**src/rtl/mbox_requester.sv**
```systemverilog
module mbox_requester #(
  parameter int REQ_DEPTH   = 16,
  parameter int RSP_DEPTH   = 16,
  parameter int TIMEOUT_CYC = 1_000_000,
  parameter int POLL_CYC    = TIMEOUT_CYC / 128,
  parameter int MAX_LEN     = 1024
) (
  input  logic                             clk,
  input  logic                             rst_n,
  input  logic                             start,
  input  logic                             cancel,
  input  logic [15:0]                      req_vid,
  input  logic [7:0]                       req_type,
  input  logic [$clog2(REQ_DEPTH*4+1)-1:0] req_bytes,
  input  logic [$clog2(RSP_DEPTH*4+1)-1:0] rsp_bytes,
  output logic [$clog2(REQ_DEPTH)-1:0]     req_idx,
  input  logic [31:0]                      req_data,
  output logic                             rsp_we,
  output logic [$clog2(RSP_DEPTH)-1:0]     rsp_idx,
  output logic [31:0]                      rsp_data,
  output logic                             bus_req,
  output logic                             bus_we,
  output logic [1:0]                       bus_addr,
  output logic [31:0]                      bus_wdata,
  input  logic                             bus_ack,
  input  logic [31:0]                      bus_rdata,
  output logic                             done,
  output logic [1:0]                       result,
  output logic [$clog2(RSP_DEPTH*4+1)-1:0] rsp_count,
  output logic                             dead,
  output logic                             active
);
  localparam int QIW = $clog2(REQ_DEPTH);
  localparam int RIW = $clog2(RSP_DEPTH);
  localparam int SBW = $clog2(RSP_DEPTH*4+1);
  localparam int TW  = $clog2(TIMEOUT_CYC+1);
  localparam int PW  = $clog2(POLL_CYC+1);
  localparam logic [1:0] A_CTRL = 2'd0, A_STAT = 2'd1, A_WR = 2'd2, A_RD = 2'd3;
  localparam logic [1:0] R_OK = 2'd0, R_BUSY = 2'd1, R_IO = 2'd2, R_INVAL = 2'd3;

  typedef enum logic [4:0] {
    S_IDLE, S_CHK, S_HDR, S_LEN, S_PAY, S_GO, S_POLL, S_PWAIT,
    S_H1, S_H1A, S_H2, S_H2A, S_DAT, S_RDY, S_DACK, S_FIN,
    S_AB, S_AWAIT, S_ARD, S_END
  } st_t;

  st_t             st;
  logic [15:0]     vid_q;
  logic [7:0]      typ_q;
  logic [QIW:0]    nreq;
  logic [17:0]     ncap, len_q, nstore, idx;
  logic [TW-1:0]   tmo;
  logic [PW-1:0]   pcnt;
  logic [1:0]      code_q;
  logic [SBW-1:0]  cnt_q;
  logic            dead_q, cxl_q;

  logic fire, bad, normal, tmo_up, hdr_ok;
  logic [17:0] rem, fit;

  assign fire   = bus_req & bus_ack;
  assign bad    = (req_bytes[1:0] != 2'd0) || (int'(req_bytes) > REQ_DEPTH*4) ||
                  (int'(rsp_bytes) < 4) || (int'(rsp_bytes) > RSP_DEPTH*4);
  assign normal = !(st inside {S_IDLE, S_AB, S_AWAIT, S_ARD, S_END});
  assign tmo_up = (tmo == TW'(TIMEOUT_CYC));
  assign hdr_ok = (bus_rdata[15:0] == vid_q) && (bus_rdata[23:16] == typ_q);
  assign rem    = len_q - 18'd2;
  assign fit    = (rem < ncap) ? rem : ncap;

  assign req_idx   = idx[QIW-1:0];
  assign rsp_idx   = idx[RIW-1:0];
  assign rsp_data  = bus_rdata;
  assign rsp_we    = (st == S_DAT) && fire && (idx < nstore);
  assign done      = (st == S_END);
  assign result    = code_q;
  assign rsp_count = cnt_q;
  assign dead      = dead_q;
  assign active    = (st != S_IDLE);

  always_comb begin
    bus_req = 1'b1; bus_we = 1'b0; bus_addr = A_STAT; bus_wdata = 32'd0;
    case (st)
      S_CHK, S_POLL, S_RDY, S_FIN, S_ARD: ;
      S_HDR:  begin bus_we = 1'b1; bus_addr = A_WR; bus_wdata = {8'd0, typ_q, vid_q}; end
      S_LEN:  begin bus_we = 1'b1; bus_addr = A_WR; bus_wdata = 32'(nreq) + 32'd2; end
      S_PAY:  begin bus_we = 1'b1; bus_addr = A_WR; bus_wdata = req_data; end
      S_GO:   begin bus_we = 1'b1; bus_addr = A_CTRL; bus_wdata = 32'h8000_0000; end
      S_AB:   begin bus_we = 1'b1; bus_addr = A_CTRL; bus_wdata = 32'h0000_0001; end
      S_H1, S_H2, S_DAT: bus_addr = A_RD;
      S_H1A, S_H2A, S_DACK: begin bus_we = 1'b1; bus_addr = A_RD; end
      default: bus_req = 1'b0;
    endcase
  end

  always_ff @(posedge clk) begin
    if (!rst_n) begin
      st <= S_IDLE; vid_q <= '0; typ_q <= '0; nreq <= '0; ncap <= '0;
      len_q <= '0; nstore <= '0; idx <= '0; tmo <= '0; pcnt <= '0;
      code_q <= R_OK; cnt_q <= '0; dead_q <= 1'b0; cxl_q <= 1'b0;
    end else begin
      if (!tmo_up) tmo <= tmo + 1'b1;
      if (normal && cancel) cxl_q <= 1'b1;
      case (st)
        S_IDLE: if (start) begin
          vid_q <= req_vid; typ_q <= req_type; cnt_q <= '0; cxl_q <= 1'b0;
          nreq <= (QIW+1)'(req_bytes >> 2);
          ncap <= 18'(rsp_bytes >> 2);
          if (bad)         begin code_q <= R_INVAL; st <= S_END; end
          else if (dead_q) begin code_q <= R_IO;    st <= S_END; end
          else st <= S_CHK;
        end
        S_CHK: if (fire) begin
          if (bus_rdata[0])      begin code_q <= R_BUSY; st <= S_AB; end
          else if (bus_rdata[2]) begin code_q <= R_IO;   st <= S_AB; end
          else st <= S_HDR;
        end
        S_HDR: if (fire) st <= S_LEN;
        S_LEN: if (fire) begin idx <= '0; st <= (nreq == '0) ? S_GO : S_PAY; end
        S_PAY: if (fire) begin
          idx <= idx + 18'd1;
          if (idx == 18'(nreq) - 18'd1) st <= S_GO;
        end
        S_GO: if (fire) begin tmo <= '0; st <= S_POLL; end
        S_POLL: if (fire) begin
          if (bus_rdata[2])       begin code_q <= R_IO; st <= S_AB; end
          else if (bus_rdata[31]) st <= S_H1;
          else if (tmo_up)        begin code_q <= R_IO; st <= S_AB; end
          else begin pcnt <= '0; st <= S_PWAIT; end
        end
        S_PWAIT: begin
          pcnt <= pcnt + 1'b1;
          if (pcnt == PW'(POLL_CYC-1)) st <= S_POLL;
        end
        S_H1: if (fire) begin
          if (hdr_ok) st <= S_H1A;
          else begin code_q <= R_IO; st <= S_AB; end
        end
        S_H1A: if (fire) st <= S_H2;
        S_H2:  if (fire) begin len_q <= bus_rdata[17:0]; st <= S_H2A; end
        S_H2A: if (fire) begin
          if (len_q < 18'd2 || len_q > 18'(MAX_LEN)) begin code_q <= R_IO; st <= S_AB; end
          else begin
            len_q <= rem; nstore <= fit; idx <= '0;
            st <= (rem == '0) ? S_FIN : S_DAT;
          end
        end
        S_DAT: if (fire) st <= (idx == nstore - 18'd1) ? S_RDY : S_DACK;
        S_RDY: if (fire) begin
          if (bus_rdata[31]) st <= S_DACK;
          else begin code_q <= R_IO; st <= S_AB; end
        end
        S_DACK: if (fire) begin
          idx <= idx + 18'd1;
          st  <= (idx + 18'd1 == len_q) ? S_FIN : S_DAT;
        end
        S_FIN: if (fire) begin
          if (bus_rdata[2]) begin code_q <= R_IO; st <= S_AB; end
          else begin code_q <= R_OK; cnt_q <= SBW'({nstore, 2'b00}); st <= S_END; end
        end
        S_AB: if (fire) begin tmo <= '0; pcnt <= '0; st <= S_AWAIT; end
        S_AWAIT: begin
          pcnt <= pcnt + 1'b1;
          if (pcnt == PW'(POLL_CYC-1)) st <= S_ARD;
        end
        S_ARD: if (fire) begin
          if (!bus_rdata[2] && !bus_rdata[0]) st <= S_END;
          else if (tmo_up) begin dead_q <= 1'b1; st <= S_END; end
          else begin pcnt <= '0; st <= S_AWAIT; end
        end
        default: st <= S_IDLE;
      endcase
      if (normal && (cxl_q || cancel) && (fire || st == S_PWAIT)) begin
        code_q <= R_IO; st <= S_AB;
      end
    end
  end

  p_done_pulse_r13: assert property (@(posedge clk) disable iff (!rst_n)
    done |=> !done);
  p_bus_hold_r3: assert property (@(posedge clk) disable iff (!rst_n)
    bus_req && !bus_ack |=> bus_req && $stable(bus_addr) && $stable(bus_we) && $stable(bus_wdata));
  p_dead_sticky_r11: assert property (@(posedge clk) disable iff (!rst_n)
    dead |=> dead);
  p_reject_r1: assert property (@(posedge clk) disable iff (!rst_n)
    (st == S_IDLE) && start && bad |=> done && (result == R_INVAL) && !bus_req);
  p_dead_fast_r11: assert property (@(posedge clk) disable iff (!rst_n)
    (st == S_IDLE) && start && !bad && dead |=> done && (result == R_IO) && !bus_req);
  p_store_read_r9: assert property (@(posedge clk) disable iff (!rst_n)
    rsp_we |-> bus_ack && !bus_we && (bus_addr == A_RD));
endmodule

```
**config.mk**
```make
export PLATFORM = sky130hd
export DESIGN_NAME = mbox_requester
export DESIGN_NICKNAME = d
export VERILOG_FILES = /design/src/rtl/mbox_requester.sv
export SDC_FILE = /design/constraint.sdc
export NUM_CORES = 1
export LEC_CHECK = 0
export BUFFER_PORTS_ARGS = -buffer_cell sky130_fd_sc_hd__buf_2
export CAP_MARGIN = 20
export CORE_ASPECT_RATIO = 1.25
export CORE_MARGIN = 4
export CORE_UTILIZATION = 54
export CTS_CLUSTER_SIZE = 25
export DETAILED_ROUTE_END_ITERATION = 8
export GPL_TIMING_DRIVEN = 0
export PLACE_DENSITY = 0.81
export SLEW_MARGIN = 10
export SYNTH_ARGS = -nofsm -noshare
export SYNTH_HDL_FRONTEND = slang
export SYNTH_SLANG_ARGS = --single-unit
```
**constraint.sdc**
```tcl
create_clock -name clk -period 7.7 [get_ports clk]
set_clock_uncertainty 0.15 [all_clocks]
set_input_delay 0.385 -clock clk [delete_from_list [all_inputs] [get_ports clk]]
set_output_delay 0.385 -clock clk [all_outputs]
set_load 0.005 [all_outputs]
```
==> impl_metrics.csv, run 1 <==
group,metric,value,unit
power,p_leak,4.928,nW
floorplanning,start_util,55.08,%
finish,fillers,1637,
global_route,grt_overflow_total,0,
floorplanning,dieHeight,159.9,um
sta,fin_crit_sh,54.10,%
clock_tree,numCtsBuffers,17,
route,drt_iter0_markers,1175,
floorplanning,die_w,129.5,um
clock_tree,insertion_delay,0.43,ns
floorplanning,num_rows,55,
finish,antenna_cells,0,
clock_tree,ctsLongestPathBuffers,2,
sta,fmax,240.0,MHz
place,numPortBuffers,185,
place,hpwl,24.98,mm
yosys,synth_top_area_share,27.11,%
yosys,async_flop_share,0,%
clock_tree,cts_tree,"built",
finish,syn2layout_area_growth,17.51,%
floorplanning,design.portCount,196,
clock_tree,cts_max_level,4,
setup_path,path_cells,"clkbuf_1 > buf_2 > buf_1 > nand2_1 > nor3_1 > clkbuf_1 > a22oi_1 > o21ai_0 > buf_2",
clock_tree,post_cts_buffers,0,
floorplanning,core,18100,sq um
clock_tree,post_cts_resized,0,
finish,layout-drive-gt1-share,19.53,%
global_route,grt_pass1_vias,10132,
status,status,"complete, no violations",
yosys,yosys-top-cells-area,"dfxtp_1 (27%), nand2_1 (5.8%), xor2_1 (4.7%), xnor2_1 (4.3%), ha_1 (3.9%)",
global_route,grt_pass1_wl,51.85,mm
power,power,2.539,mW
yosys,yosysWarnings,0,
setup_path,required,7.16,ns
place,routabilityCongestion,0.9528,
yosys,synth_cell_types,90,
finish,fin_nets,1663,
route,drc,0,
route,wl_per_cell,18.23,um
yosys,synth_top_cell_by_area,"dfxtp_1",
setup_path,timing.critical_path.buf_inv,5,
sta,hold_violations,0,
yosys,synth_ff_type,"dfxtp_1",
setup_path,cp-start-kind,"register",
setup_path,cp_data_arrival_time,3.63,ns
setup_path,end_kind,"output port",
route,ant_nets,0,
route,vias,10650,
sta,maxSlewViolCount,0,
setup_path,slowest_stage,"nor3_1",
yosys,synth.avg_cell_area,7.553,sq um
min_path,hold_path.class,"in2reg",
job,maxCapViolations,0,
yosys,ys_seq_elements,135,
clock_tree,cts.sinks,135,
sta,tns,0,ns
power,power_density,216.7,nW/um^2
sta,holdWs,0.05500,ns
finish,stdcell_count,1764,
global_route,grt_max_degree,17,
route,viasPerCell,6.037,
clock_tree,cts_hold_buffers,0,
finish,post-route-util,64.73,%
yosys,ys_seq_area_share,27.11,%
yosys,synth_cells,1320,
sta,rsz0062_at_grt,"no",
clock_tree,cts-root-buf,"clkbuf_16",
sta,tightest_slew,1.069,ns
route,drt_first_pass_iters,6,
global_route,grt_usage,30.81,%
global_route,antenna_found_initial,0,
setup_path,reg2reg_slack,3.83,ns
floorplanning,dieArea,20710,sq um
sta,relSlewSlack,27.76,%
setup_path,crit_fanout,10,
yosys,synth-edff-count,0,
power,irDropWorstVdd,0.1398,mV
place,placedCellCount,1734,
yosys,netlist_area,9970,sq um
setup_path,crit_type,"reg2out",
sta,setup_violations,0,
setup_path,crit_family,"buffers and inverters",
route,finalWirelength,32.15,mm
clock_tree,clkSlewWorstSetupHoldPaths,0.06,ns
setup_path,max_stage_delay,0.66,ns
sta,min_period,4.166,ns
## per-stage QoR
stage | setup slack [ns] | instance area, sq um
2_1_floorplan | 4.974 | 9973
3_3_place_gp | 3.970 | 11180
3_5_place_dp | 3.946 | 11180
4_1_cts | 3.596 | 11720
5_1_grt | 3.360 | 11720
6_report | 3.534 | 11720
## tightest hold or removal path: cells and delay by family
family	cells	cell delay, ns
buffers and inverters	1	0.09
AO/OA/AOI/OAI	1	0.06
AND/OR/NAND/NOR	1	0.04
## cell usage in the layout, fill, tap and decap left out, types with 12 or more instances in the layout
cell type and instances:
buf_2 201, nand2_1 153, dfxtp_1 135, nor2_1 103, clkbuf_1 61, nand3_1 59
xor2_1 54, a21oi_1 51, inv_1 50, xnor2_1 49, buf_4 45, and2_1 41
a21boi_0 40, o21ai_0 38, o21ai_1 31, ha_1 31, nor3_1 30, nor4_1 29
nand4_1 29, a22o_1 21, and3_1 20, nor2b_1 19, clkbuf_16 17, o31ai_1 13
mux2i_1 13, a22oi_1 12, nand2b_1 12
## layout make-up
class	instances	area (sq um)	share of cell area, %
timing repair buffer	185	925.9	7.903
clock buffer	21	450.4	3.845
tap	228	285.3	2.435
buffer	125	673.1	5.746
multi-input combinational	1009	6402	54.65
inverter	52	195.2	1.666
clock inverter	9	80.08	0.6835
sequential	135	2703	23.07
## synth_stat cells, types with 12 or more instances
| cell | n |
|---|---|
| nand2_1 | 153 |
| dfxtp_1 | 135 |
| nor2_1 | 103 |
| nand3_1 | 59 |
| clkbuf_1 | 58 |
| xor2_1 | 54 |
| a21oi_1 | 51 |
| inv_1 | 50 |
| xnor2_1 | 49 |
| buf_4 | 45 |
| and2_1 | 41 |
| a21boi_0 | 40 |
| o21ai_0 | 38 |
| ha_1 | 31 |
| o21ai_1 | 31 |
| nor3_1 | 30 |
| nand4_1 | 29 |
| nor4_1 | 29 |
| a22o_1 | 21 |
| and3_1 | 20 |
| nor2b_1 | 19 |
| buf_2 | 16 |
| mux2i_1 | 13 |
| o31ai_1 | 13 |
| a22oi_1 | 12 |
| nand2b_1 | 12 |
## registers in the layout, indices dropped and copies added (netlist names)
signal     flops
rsp_count      5
idx           18
typ_q          8
pcnt          13
nreq           5
st             5
vid_q         16
len_q         18
ncap           5
dead           1
result         2
nstore        18
tmo           20
cxl_q          1
## routing by layer
metal	routed length [um]	track usage, %	part of all wire (%)	vias to the layer above
li1	-	-	-	5050
met1	12850	38.71	40	4964
met2	15580	51.84	48	518
met3	2389	5.186	7.4	118
met4	1325	12.81	4.1	0
met5	0	0	0	-
## power by group
group / switching (mW) / internal, mW
Combinational: 0.602 / 0.363
Clock: 0.308 / 0.445
Sequential: 0.0614 / 0.759
## logic make-up after synthesis
group / after synthesis / share of synthesized area (%)
AND/OR/NAND/NOR: 557 / 29.17
AO/OA/AOI/OAI: 302 / 20.62
buffers and inverters: 177 / 8.710
flip-flops: 135 / 27.11
XOR/XNOR: 103 / 9.049
adder cells (fa/ha/maj): 31 / 3.891
multiplexers: 14 / 1.418
other: 1 / 0.03761
## final timing paths
check,from,to,depth (start not counted)
max,st[2],bus_wdata[5],9
min,req_type[5],typ_q[5],3
max reg2reg,idx[1],st[1],9
min reg2reg,dead,dead,1
Note: power is estimated with default switching activity, not from simulation.
==> run 2: changes to the inputs <==
==> constraint.sdc (replaced) <==
create_clock -name clk -period 4 [get_ports clk]
set_clock_uncertainty 0.15 [all_clocks]
set_input_delay 0.2 -clock clk [delete_from_list [all_inputs] [get_ports clk]]
set_output_delay 0.2 -clock clk [all_outputs]
set_load 0.005 [all_outputs]
==> run 2 against run 1 <==
Via count grew 3.1%. Count of clock-buffer cells in the layout is the same. Critical path depth is the same. Hold slack lost 0.036 ns. Clock power grew 94%. Critical path type unchanged. Largest cell class unchanged. Largest power group unchanged.
==> impl_metrics.csv, run 2 (synthesis gave the netlist of run 1 again) <==
group,metric,value,unit
status,status,"complete, no violations",
route,drt_first_pass_iters,6,
route,wl_per_cell,18.51,um
place,placedCellCount,1734,
global_route,grt_pass1_vias,10571,
global_route,grt_usage,31.72,%
clock_tree,cts_tree,"built",
setup_path,end_kind,"output port",
sta,rsz0062_at_grt,"no",
power,p_leak,5.092,nW
place,hpwl,24.98,mm
route,ant_nets,0,
sta,setup_violations,0,
floorplanning,design.portCount,196,
global_route,antenna_found_initial,0,
finish,post-route-util,66.89,%
sta,min_period,3.811,ns
setup_path,timing.critical_path.buf_inv,5,
finish,layout-drive-gt1-share,19.19,%
clock_tree,cts.sinks,135,
sta,fin_crit_sh,95.28,%
place,routabilityCongestion,0.9528,
clock_tree,cts-root-buf,"clkbuf_16",
job,maxCapViolations,0,
route,vias,10978,
route,drt_iter0_markers,1039,
setup_path,max_stage_delay,0.45,ns
setup_path,path_cells,"clkbuf_1 > buf_2 > buf_1 > nand2_1 > nor3_2 > clkbuf_1 > a22oi_1 > o21ai_0 > buf_2",
clock_tree,cts_max_level,4,
global_route,grt_pass1_wl,53.41,mm
power,power_density,409.0,nW/um^2
clock_tree,numCtsBuffers,17,
clock_tree,ctsLongestPathBuffers,2,
setup_path,crit_fanout,10,
place,numPortBuffers,185,
setup_path,cp-start-kind,"register",
finish,antenna_cells,0,
finish,stdcell_count,1802,
finish,fillers,1539,
floorplanning,num_rows,55,
finish,syn2layout_area_growth,21.44,%
min_path,hold_path.class,"in2reg",
finish,final_common_cell,"buf_2",
clock_tree,post_cts_buffers,0,
finish,top_register,"tmo",
route,finalWirelength,33.36,mm
route,drc,0,
sta,tightest_slew,0.9046,ns
finish,fin_nets,1701,
sta,relSlewSlack,38.13,%
floorplanning,dieArea,20710,sq um
finish,largest_reg_flops,20,
sta,holdWs,0.01875,ns
route,viasPerCell,6.092,
sta,maxSlewViolCount,0,
floorplanning,die_w,129.5,um
floorplanning,dieHeight,159.9,um
floorplanning,start_util,55.08,%
clock_tree,clkSlewWorstSetupHoldPaths,0.06,ns
global_route,grt_max_degree,17,
power,irDropWorstVdd,0.2703,mV
clock_tree,insertion_delay,0.43,ns
setup_path,required,3.65,ns
power,power,4.951,mW
sta,tns,0,ns
global_route,grt_overflow_total,0,
setup_path,slowest_stage,"buf_1",
setup_path,crit_type,"reg2out",
sta,hold_violations,0,
finish,final_cell_mix,"buf_2 (201), nand2_1 (153), dfxtp_1 (135)",
setup_path,cp_data_arrival_time,3.46,ns
floorplanning,core,18100,sq um
sta,fmax,262.4,MHz
setup_path,crit_family,"buffers and inverters",
==> run 2: changes by cell type in the layout (fill, tap and decap cells not counted), sizes merged <==
cell / previous run / this run
dlygate4sd3: 0 / 38
==> run 2: final cells by class <==
| cell class | count | area [sq um] | area share, % |
|---|---|---|---|
| multi-input cells | 1009 | 6414 | 52.98 |
| clock inverters | 9 | 80.08 | 0.6614 |
| well taps | 228 | 285.3 | 2.356 |
| clock buffers | 21 | 450.4 | 3.721 |
| plain buffers | 125 | 673.1 | 5.560 |
| repair buffers | 223 | 1306 | 10.79 |
| inverters | 52 | 195.2 | 1.612 |
| flip-flops and latches | 135 | 2703 | 22.32 |
==> run 2: stage by stage <==
| step | instance area [sq um] | setup WS, ns |
|---|---|---|
| floorplan | 9973 | 1.274 |
| global placement | 11180 | 0.2699 |
| detailed placement | 11180 | 0.2458 |
| CTS | 12100 | 0.08076 |
| global route | 12110 | 0.07868 |
| finish | 12110 | 0.1889 |
==> run 2: final timing paths <==
path                      start      endpoint  slack (ns)  cells past startpoint
setup / recovery          st[2]  bus_wdata[5]        0.19                      9
setup reg to reg         idx[1]         st[1]        0.39                      9
hold reg to reg           cxl_q         cxl_q        0.34                      2
hold / removal    bus_rdata[15]     len_q[15]        0.02                      3
==> run 2: where the power goes <==
group          switching, mW  internal, mW
registers              0.121          1.46
logic                   1.19         0.724
clock network          0.603         0.858
==> run 2: layer usage <==
layer / GRT usage [%] / part of all wire (%) / vias to the layer above
met5: 0 / 0 / -
met4: 14.84 / 4.9 / 0
met3: 5.821 / 7.2 / 144
met2: 53.07 / 48 / 567
met1: 39.09 / 39 / 5139
li1: - / - / 5128
==> run 2: what timing repair did <==
action | 4_1_cts | 5_1_grt
gates resized for setup | 0 | 2
hold buffers | 38 | 0
hold endpoints to repair | 38 | 0
setup endpoints to repair | 0 | 21
==> run 2: worst min-delay path: stages <==
cell     delay [ns]
buf_2          0.13
o21ai_0        0.15
a21oi_1        0.06
